<file path="src/rtl/rx_lock_pkg.sv">
// Shared types for the receiver lock monitor.
// Assumes rate classes 0..4 only; other values encode as 2'b00.
package rx_lock_pkg;

    typedef enum logic [2:0] {
        ST_START    = 3'd0,  // post-reset start-up, clock not valid
        ST_WAIT     = 3'd1,  // no stream
        ST_ACQ      = 3'd2,  // stream present, waiting for clock lock
        ST_LOCK     = 3'd3,  // trusted stream
        ST_LOSS_ARM = 3'd4,  // stream lost, waiting for word-clock transition
        ST_HOLD     = 3'd5   // minimum unlock window
    } lock_state_t;

    typedef enum logic [2:0] {
        RC_32K  = 3'd0,
        RC_44K1 = 3'd1,
        RC_48K  = 3'd2,
        RC_88K2 = 3'd3,
        RC_96K  = 3'd4
    } rate_class_t;

    // Maps a rate class to the 2-bit indicator code.
    function automatic logic [1:0] rate_code(input logic [2:0] rc);
        case (rc)
            RC_32K:  return 2'b11;
            RC_44K1: return 2'b00;
            RC_48K:  return 2'b01;
            RC_88K2: return 2'b10;
            RC_96K:  return 2'b10;
            default: return 2'b00;
        endcase
    endfunction

endpackage

</file>
<file path="src/rtl/rx_activity_det.sv">
// Stream activity detector.
// Declares a stream present on the EDGE_COUNT-th edge event and lost after
// QUIET_CYCLES clocks with no edge. A quiet gap before detection restarts the
// edge count. Held cleared while enable is low.
// Assumes line_edge is a one-cycle pulse synchronous to clk.
module rx_activity_det #(
    parameter int EDGE_COUNT   = 10,
    parameter int QUIET_CYCLES = 64
) (
    input  logic clk,
    input  logic rst_n,
    input  logic enable,
    input  logic line_edge,
    output logic present
);
    localparam int EW = $clog2(EDGE_COUNT);
    localparam int QW = $clog2(QUIET_CYCLES);
    localparam logic [EW-1:0] EDGE_LAST  = EW'(EDGE_COUNT - 1);
    localparam logic [QW-1:0] QUIET_LAST = QW'(QUIET_CYCLES - 1);

    logic [EW-1:0] edge_cnt;
    logic [QW-1:0] quiet_cnt;

    // Counts edges towards detection and quiet cycles towards loss.
    always_ff @(posedge clk) begin
        if (!rst_n || !enable) begin
            present   <= 1'b0;
            edge_cnt  <= '0;
            quiet_cnt <= '0;
        end else begin
            if (line_edge) begin
                quiet_cnt <= '0;
            end else if (quiet_cnt != QUIET_LAST) begin
                quiet_cnt <= quiet_cnt + 1'b1;
            end

            if (present) begin
                if (!line_edge && quiet_cnt == QUIET_LAST) begin
                    present  <= 1'b0;
                    edge_cnt <= '0;
                end
            end else if (line_edge) begin
                if (edge_cnt == EDGE_LAST) begin
                    present <= 1'b1;
                end else begin
                    edge_cnt <= edge_cnt + 1'b1;
                end
            end else if (quiet_cnt == QUIET_LAST) begin
                edge_cnt <= '0;
            end
        end
    end

    AST_DETECT_ON_EDGE: assert property (@(posedge clk) disable iff (!rst_n)
        $rose(present) |-> $past(line_edge));

    AST_LOSS_NEEDS_QUIET: assert property (@(posedge clk) disable iff (!rst_n)
        ($fell(present) && $past(enable)) |-> !$past(line_edge));

endmodule

</file>
<file path="src/rtl/rx_rate_ind.sv">
// Sample-rate indicator register.
// Loads the encoded rate class only when load is high; holds otherwise.
// Assumes rate_class is stable in the cycle of load.
module rx_rate_ind (
    input  logic       clk,
    input  logic       rst_n,
    input  logic       load,
    input  logic [2:0] rate_class,
    output logic [1:0] rate_ind
);
    import rx_lock_pkg::*;

    // Captures the rate code at the moment of lock.
    always_ff @(posedge clk) begin
        if (!rst_n) begin
            rate_ind <= 2'b00;
        end else if (load) begin
            rate_ind <= rate_code(rate_class);
        end
    end

    AST_RATE_HELD: assert property (@(posedge clk) disable iff (!rst_n)
        !load |=> $stable(rate_ind));

endmodule

</file>
<file path="src/rtl/rx_lock_fsm.sv">
// Lock state machine.
// Sequences start-up, acquisition, lock, loss and the minimum unlock window,
// and tracks a per-subframe parity flag while locked.
// Assumes word_clk is synchronous to clk and ms_tick is a one-cycle pulse.
module rx_lock_fsm #(
    parameter int STARTUP_CYCLES = 32,
    parameter int HOLD_MS        = 200
) (
    input  logic clk,
    input  logic rst_n,
    input  logic present,
    input  logic pll_locked,
    input  logic sf_strobe,
    input  logic sf_parity_err,
    input  logic word_clk,
    input  logic ms_tick,
    output logic detect_en,
    output logic rate_load,
    output logic unlock,
    output logic clk_trans,
    output logic mute
);
    import rx_lock_pkg::*;

    localparam int SW = $clog2(STARTUP_CYCLES);
    localparam int HW = $clog2(HOLD_MS);
    localparam logic [SW-1:0] START_LAST = SW'(STARTUP_CYCLES - 1);
    localparam logic [HW-1:0] HOLD_LAST  = HW'(HOLD_MS - 1);

    lock_state_t   state, state_nx;
    logic [SW-1:0] start_cnt;
    logic [HW-1:0] hold_cnt;
    logic          wclk_q;
    logic          par_flag;
    logic          wc_edge;

    assign wc_edge = (word_clk != wclk_q);

    // Next-state decision.
    always_comb begin
        state_nx = state;
        case (state)
            ST_START:    if (start_cnt == START_LAST) state_nx = ST_WAIT;
            ST_WAIT:     if (present) state_nx = ST_ACQ;
            ST_ACQ:      if (!present) state_nx = ST_WAIT;
                         else if (pll_locked) state_nx = ST_LOCK;
            ST_LOCK:     if (!present) state_nx = ST_LOSS_ARM;
            ST_LOSS_ARM: if (wc_edge) state_nx = ST_HOLD;
            ST_HOLD:     if (ms_tick && hold_cnt == HOLD_LAST)
                             state_nx = present ? ST_ACQ : ST_WAIT;
            default:     state_nx = ST_START;
        endcase
    end

    // State register with start-up and hold counters.
    always_ff @(posedge clk) begin
        if (!rst_n) begin
            state     <= ST_START;
            start_cnt <= '0;
            hold_cnt  <= '0;
        end else begin
            state <= state_nx;
            if (state == ST_START) start_cnt <= start_cnt + 1'b1;
            if (state != ST_HOLD) hold_cnt <= '0;
            else if (ms_tick) hold_cnt <= hold_cnt + 1'b1;
        end
    end

    // Word-clock history for transition detection.
    always_ff @(posedge clk) begin
        if (!rst_n) wclk_q <= 1'b0;
        else        wclk_q <= word_clk;
    end

    // Parity flag: set by an errored subframe, cleared by a clean one.
    always_ff @(posedge clk) begin
        if (!rst_n || state != ST_LOCK) par_flag <= 1'b0;
        else if (sf_strobe)             par_flag <= sf_parity_err;
    end

    // Output decode.
    always_comb begin
        detect_en = (state != ST_START);
        rate_load = (state == ST_ACQ) && present && pll_locked;
        mute      = (state != ST_LOCK);
        clk_trans = (state == ST_START) || (present && !pll_locked);
        case (state)
            ST_LOCK:     unlock = par_flag;
            ST_LOSS_ARM: unlock = 1'b0;
            default:     unlock = 1'b1;
        endcase
    end

    AST_RESET_OUTPUTS: assert property (@(posedge clk)
        !rst_n |=> (unlock && clk_trans && mute));

    AST_UNMUTE_NEEDS_LOCK: assert property (@(posedge clk) disable iff (!rst_n)
        $fell(mute) |-> ($past(pll_locked) && $past(present)));

    AST_UNLOCK_WAITS_WCLK: assert property (@(posedge clk) disable iff (!rst_n)
        (state == ST_LOSS_ARM && word_clk == wclk_q) |=> (!unlock && mute));

    AST_HOLD_MINIMUM: assert property (@(posedge clk) disable iff (!rst_n)
        (state == ST_HOLD && hold_cnt != HOLD_LAST) |=> (unlock && mute));

    AST_PARITY_CLEAN: assert property (@(posedge clk) disable iff (!rst_n)
        (state == ST_LOCK && sf_strobe && !sf_parity_err) |=> !unlock);

    AST_PARITY_ERR: assert property (@(posedge clk) disable iff (!rst_n)
        (state == ST_LOCK && present && sf_strobe && sf_parity_err) |=> (unlock && !mute));

endmodule

</file>
<file path="src/rtl/rx_lock_mon.sv">
// Receiver lock status and mute controller (top).
// Combines stream activity detection, the lock state machine and the rate
// indicator register. Assumes all inputs are synchronous to clk.
module rx_lock_mon #(
    parameter int EDGE_COUNT     = 10,
    parameter int QUIET_CYCLES   = 64,
    parameter int STARTUP_CYCLES = 32,
    parameter int HOLD_MS        = 200
) (
    input  logic       clk,
    input  logic       rst_n,
    input  logic       line_edge,
    input  logic       sf_strobe,
    input  logic       sf_parity_err,
    input  logic       pll_locked,
    input  logic       word_clk,
    input  logic       ms_tick,
    input  logic [2:0] rate_class,
    output logic       unlock,
    output logic       clk_trans,
    output logic       mute,
    output logic [1:0] rate_ind
);
    logic present;
    logic detect_en;
    logic rate_load;

    rx_activity_det #(
        .EDGE_COUNT  (EDGE_COUNT),
        .QUIET_CYCLES(QUIET_CYCLES)
    ) u_act (
        .clk      (clk),
        .rst_n    (rst_n),
        .enable   (detect_en),
        .line_edge(line_edge),
        .present  (present)
    );

    rx_lock_fsm #(
        .STARTUP_CYCLES(STARTUP_CYCLES),
        .HOLD_MS       (HOLD_MS)
    ) u_fsm (
        .clk          (clk),
        .rst_n        (rst_n),
        .present      (present),
        .pll_locked   (pll_locked),
        .sf_strobe    (sf_strobe),
        .sf_parity_err(sf_parity_err),
        .word_clk     (word_clk),
        .ms_tick      (ms_tick),
        .detect_en    (detect_en),
        .rate_load    (rate_load),
        .unlock       (unlock),
        .clk_trans    (clk_trans),
        .mute         (mute)
    );

    rx_rate_ind u_rate (
        .clk       (clk),
        .rst_n     (rst_n),
        .load      (rate_load),
        .rate_class(rate_class),
        .rate_ind  (rate_ind)
    );

    AST_RESET_RATE: assert property (@(posedge clk)
        !rst_n |=> (rate_ind == 2'b00));

    AST_RATE_ONLY_AT_LOCK: assert property (@(posedge clk) disable iff (!rst_n)
        !$stable(rate_ind) |-> $fell(mute));

endmodule

</file>
<file path="config.mk">
export PLATFORM = sky130hd
export DESIGN_NAME = rx_lock_mon
export DESIGN_NICKNAME = d
export VERILOG_FILES = /design/src/rtl/rx_lock_pkg.sv /design/src/rtl/rx_activity_det.sv /design/src/rtl/rx_rate_ind.sv /design/src/rtl/rx_lock_fsm.sv /design/src/rtl/rx_lock_mon.sv
export SDC_FILE = /design/constraint.sdc
export NUM_CORES = 1
export LEC_CHECK = 0
export BUFFER_PORTS_ARGS = -buffer_cell sky130_fd_sc_hd__buf_2
export CAP_MARGIN = 20
export CORE_UTILIZATION = 60
export CTS_CLUSTER_SIZE = 25
export DETAILED_ROUTE_END_ITERATION = 6
export PLACE_DENSITY_LB_ADDON = 0.08
export REMOVE_ABC_BUFFERS = 1
export SYNTH_ARGS = -nofsm -noshare
export SYNTH_HDL_FRONTEND = slang
export SYNTH_SLANG_ARGS = --single-unit
</file>
<file path="constraint.sdc">
create_clock -name clk -period 4 [get_ports clk]
set_clock_uncertainty 0.1 [all_clocks]
set_input_delay 0.2 -clock clk [delete_from_list [all_inputs] [get_ports clk]]
set_output_delay 0.2 -clock clk [all_outputs]
set_load 0.05 [all_outputs]
</file>
# After elaboration in Yosys (flattened, before gate mapping)
# Index checks and enable logic that the tools add are counted.
[word_totals] romBits=0 regBits=31 ramBits=0 n_memories=0 latchBits=0 elab_cells=79 output_inout_bits=5
[classes] bitwise=1 order_cmp=0 n_mul=0 muxes=20 n_eq_ne=24 n_reduce_logical=21 n_addsub=4 n_div=0 n_shift=0
[ops] cell="$mux 3" count=7
[ops] cell="$mux 4" count=5
[ops] cell="$pmux 3 s6" count=1
[ops] cell="$eq 3x2->1 const B" count=4
[ops] cell="$eq 3x3->1 const B" count=3
[ops] cell="$add 8x1->8 const B" count=1
[ops] cell="$eq 8x8->1 const B" count=1
[ops] cell="$add 6x1->6 const B" count=1
[ops] cell="$eq 6x6->1 const B" count=1
[ops] cell="$logic_not 3->1" count=2
[ops] cell="$ne 2x1->1 const B" count=3
[ops] cell="$ne 2x2->1 const B" count=3
[ops] cell="$ne 3x2->1 const B" count=2
[ops] cell="$ne 3x3->1 const B" count=2
[ops] cell="$ne 6x6->1 const B" count=1
[ops] cell="$pmux 2 s3" count=1
[ops] cell="$reduce_and 6->1" count=1
[ops] cell="$reduce_bool 3->1" count=2
[ops] cell="$reduce_or 2->1" count=3
[ops] cell="$add 5x1->5 const B" count=1
[ops] cell="$eq 5x5->1 const B" count=1
[ops] cell="$logic_and 1x1->1" count=5
[ops] cell="$add 4x1->4 const B" count=1
[ops] cell="$eq 4x4->1 const B" count=1
[ops] cell="other kinds (9)" count=17

# Logic depth before layout (Yosys ltp)
[depth] word_depth=4 depth_mapped=8 depth_no_buf=8

# Hierarchy
# A second synthesis with hierarchy kept.
[unflattened] hier_cells=169 hier_area_um2=1560.2
[modules_own_cells] module="rx_lock_fsm" area_each_um2=913.4 seq_area_each_um2=360.3 cells_per_inst=99 n_inst=1
[modules_own_cells] module="rx_activity_det" area_each_um2=551.8 seq_area_each_um2=220.2 cells_per_inst=61 n_inst=1
[modules_own_cells] module="rx_rate_ind" area_each_um2=95.1 seq_area_each_um2=40.0 cells_per_inst=9 n_inst=1

# Least setup slack after synthesis
# Ideal clock, no wire load.
[synth_path] path_kind="reg-to-output" start="register u_fsm.state[1]" end="output unlock" slack_ns=1.919 arrival_time_ns=1.781 t_required_ns=3.700 stages_incl_launch_ff=5 path_cell_list="dfxtp_1 > buf_2 > nand3b_1 > nor2_1 > a21oi_1"
[synth_between] elab_chain_len=2 word_cells_on_any_way=3
[synth_rtl] element="start, declared" line="rx_lock_fsm.sv:30" rtl="lock_state_t state, state_nx;"
[synth_rtl] element="start signal, assigned" line="rx_lock_fsm.sv:62" rtl="state <= state_nx;"
[synth_rtl] element="$eq 3x3->1 or $eq 3x2->1 (tied branches)" line="rx_lock_fsm.sv:87" rtl="case (state)"
[synth_rtl] element="$pmux 1 s2 (*)" line="rx_lock_fsm.sv:87"
[synth_rtl] element="end, declared" line="rx_lock_mon.sv:19" rtl="output logic unlock,"
# Mark *: on every way between the ends. The rest lies on a longest branch, timed or not.

# Final worst setup path
[layout_path] start="register u_fsm.state[1]" end="output clk_trans"
[layout_between] elab_chain_len=2
[layout_rtl] element="$logic_not 3->1" line="rx_lock_fsm.sv:86" rtl="clk_trans = (state == ST_START) || (present && !pll_locked);"
[layout_rtl] element="$logic_or 1x1->1" line="rx_lock_fsm.sv:86"
[layout_rtl] element="end, declared" line="rx_lock_mon.sv:20" rtl="output logic clk_trans,"
# No other way between the ends.

==> reports/summary.md <==
In the synthesized netlist the dominant register cell turns out to be sky130_fd_sc_hd__dfxtp_1. Post-layout minimum cycle time: 1.96 ns. The total overflow left after global routing is 0.

The area share of the largest cell type after synthesis works out to 39.9%. Clock-pin slew on the worst setup and hold paths: 0.09 ns. The number of enable flip-flop cells after synthesis is 0, and the global router's overall resource usage is 21.3%. The initial cell density of the core was 63.3%; the met3 track demand over resource was 8.62%. Buffers inserted during clock tree synthesis total 5. The non-filler instance count after layout is 223. At the pin with the least slew margin, the transition time is 0.405 ns. Summing the sequential cell areas from Yosys gives 39.9% of the chip area. The routed wire length is 2.60 mm, and the ratio of cells with drive above 1 in the final layout is 13.5%. For met2 alone, demand over resource in global routing was 34.0%. Setup repair after global routing left no endpoint under its margin.

Of all cell types, the one taking the most synthesized area is sky130_fd_sc_hd__dfxtp_1. In the synthesized netlist the async set-or-reset flop fraction comes to 0%. The number of vias per cell is 5.58.

STA classifies the critical path endpoint as a primary output. Leading cell type in the layout, fill and taps excluded: sky130_fd_sc_hd__dfxtp_1. Registers are responsible for 58.0% of the overall power.

The run gives 72.9% as the worst slew margin relative to its limit. The sink count of the clock tree was 31; the count of unique library cells instantiated by Yosys was 42. The core region is 2450 um2. The clock power share came out at 37.7%. The number of failing setup endpoints in the final timing report was 0. The insertion delay to the later sink of the worst-skew pair is 0.32 ns. For the first-pass GRT wire length, the log shows 4.24 mm.

The site row count was 18. Detailed-router iteration count before antenna repair: 4. Averaged over all synthesized cells, the footprint is 8.73 um2.

STA puts the critical path data required time at 3.70 ns. The level count of the clock H-tree was 2. From left edge to right edge, the die measures 52.9 um.

The type of the worst min-delay path was input port to flop. For this design the static power due to leakage is 0.643 nW. Summed over all nets, the switching power comes to 0.114 mW. Of the total power, the share spent switching nets is 21.2%. IR analysis of the VDD net gives a maximum drop of 261 uV. The run finished with clean final reports. Cell area after synthesis: 1550 um2. For the number of I/O pins, the log shows 16.

Data on the critical path arrives at its endpoint at 1.66 ns. The cell-internal power was 0.427 mW. Dividing total power by cell area gives a power density of 323 nW/um2. In the finished design, the share of the clock period the worst path needs comes to 48.9%. Busiest layer in global routing: met2. Global routing consumed, on the met1 layer, 25.0% of the routing resources.

Cells fill 68.2% of the core in the end. The via count of the first global-routing pass was 996; the via count was 1245. The routability congestion estimate was 0.735. In this run the vertical extent of the chip is 52.9 um. After detailed placement, the total cell area comes to 1600 um2. The clock passes through at most 2 buffers. For the final hold violation count, the log shows 0. For the number of instances in the placed design, the log shows 214.

Power comes to 0.541 mW. The total count of max-transition violations in the final report is 0, and the placement-stage worst setup slack is 2.16 ns. The net count of the finished layout is 209. After synthesis the netlist holds a flip-flop and latch count of 31.

The number of warning messages in the yosys log was 0. The full die area is 2800 um2. With fillers left out, the area of the finished cells amounts to 1670 um2.

Setup total negative slack on the finished layout was measured at 0 ns. Based on the critical path, the design can be clocked at up to 511 MHz. The DRC violations left is 0. Synthesis produced a netlist whose cell count is 178. Entering global routing, the biggest net connects 16 pins.

The number of antenna violations at the first check in global routing is 0, and the count of routing violations after the opening detailed-route iteration is 13. For the placed wire-length estimate, the log shows 1.92 mm. The number of port buffers is 15.

Dividing the detail-routed wire length by the instance count gives 11.6 um. 0 antenna diodes ended up in the layout. Once routing completed, OpenROAD measured the worst setup slack at 2.04 ns. The tools report the combinational fraction of design power as 4.3%. For the number of violations of the max-capacitance limit, the log shows 0.

The count of nets left with antenna violations once routing finished came out at 0. By area the synthesized netlist is led by sky130_fd_sc_hd__dfxtp_1 (40%), sky130_fd_sc_hd__nor2_1 (7.2%), sky130_fd_sc_hd__xnor2_1 (5.1%). The worst setup path is launched from a flop. The worst hold slack across all endpoints was 0.0563 ns. The setup path with the least slack is of type flop to primary output. TritonCTS built the clock tree. The library cells used most frequently in the layout, excluding fill and tap cells, are sky130_fd_sc_hd__dfxtp_1 (31), sky130_fd_sc_hd__nor2_1 (30), sky130_fd_sc_hd__buf_2 (15), sky130_fd_sc_hd__nand2_1 (14), sky130_fd_sc_hd__xnor2_1 (9). In this run the clock root is driven by a sky130_fd_sc_hd__clkbuf_4. Compared with the post-synthesis result, the final layout area differs by 7.73%. Along the worst path, the maximum fanout reaches 12.
[Yosys cell counts, types with 3 or more instances]
| cell type | n |
|---|---|
| sky130_fd_sc_hd__dfxtp_1 | 31 |
| sky130_fd_sc_hd__nor2_1 | 30 |
| sky130_fd_sc_hd__nand2_1 | 14 |
| sky130_fd_sc_hd__xnor2_1 | 9 |
| sky130_fd_sc_hd__a21oi_1 | 7 |
| sky130_fd_sc_hd__nand3_1 | 7 |
| sky130_fd_sc_hd__ha_1 | 6 |
| sky130_fd_sc_hd__mux2i_1 | 5 |
| sky130_fd_sc_hd__o21ai_0 | 5 |
| sky130_fd_sc_hd__xor2_1 | 5 |
| sky130_fd_sc_hd__and2_1 | 4 |
| sky130_fd_sc_hd__buf_6 | 4 |
| sky130_fd_sc_hd__inv_1 | 4 |
| sky130_fd_sc_hd__nand4b_1 | 4 |
| sky130_fd_sc_hd__nand4_1 | 3 |
| sky130_fd_sc_hd__nor3_1 | 3 |
| sky130_fd_sc_hd__nor3b_1 | 3 |
[final cells by class]
cell class,count,area (um2)
Inverter,4,15.0
Sequential cell,31,621
Fill cell,201,781
Tap cell,30,37.5
Multi-Input combinational cell,134,847
Clock buffer,8,68.8
Timing Repair Buffer,16,85.1
[repair_timing]
action,in CTS,in global routing
hold endpoints to repair,1,0
hold buffers,1,0
resized for setup,0,0
buffers inserted,0,0
[routing by layer]
layer | up-vias | share of wire [%]
met4 | 0 | 1.5
li1 | 642 | -
met2 | 32 | 46
met5 | - | 0
met1 | 566 | 46
met3 | 5 | 6.1
[flip-flops by register name (all words and copies together), names as in the netlist]
signal	cells
u_act.edge_cnt	4
u_act.present	1
u_act.quiet_cnt	6
u_fsm.hold_cnt	8
u_fsm.par_flag	1
u_fsm.start_cnt	5
u_fsm.state	3
u_fsm.wclk_q	1
u_rate.rate_ind	2
[power groups by stage]
stage	sequential, mW	combinational [mW]	clock (mW)
2_1_floorplan	0.321	0.0117	0
3_3_place_gp	0.321	0.0217	0
3_5_place_dp	0.321	0.0227	0
4_1_cts	0.314	0.0236	0.212
5_1_grt	0.315	0.0264	0.231
6_report	0.314	0.0234	0.204
[logic make-up (layout without fill, tap and decap cells)]
kind of cell,after synthesis,after routing,synth area share (%)
compound gates,26,26,11.0
xor+xnor,14,14,7.89
fa+ha+maj,6,6,4.83
buf+inv,13,28,5.55
flops,31,31,39.9
mux,5,5,3.22
simple gates,83,83,27.5
[path summary, 6_finish.rpt]
path,slack (ns),depth (start not counted),endpoint,start
hold reg to reg,0.37,2,u_fsm.start_cnt[4]$_SDFFE_PN0P_,u_fsm.start_cnt[4]$_SDFFE_PN0P_
setup / recovery,2.04,3,clk_trans,u_fsm.state[1]$_SDFFE_PN0P_
hold / removal,0.06,3,u_act.present$_SDFF_PP0_,line_edge
setup reg to reg,2.16,8,u_fsm.state[1]$_SDFFE_PN0P_,u_fsm.start_cnt[0]$_SDFFE_PN0P_
[worst max-delay path: stages (launching register included)]
cell and delay (ns):
sky130_fd_sc_hd__dfxtp_1 0.43, sky130_fd_sc_hd__or3_1 0.51, sky130_fd_sc_hd__o21ai_0 0.11, sky130_fd_sc_hd__buf_2 0.28
Power figures use the tool's default switching activity.
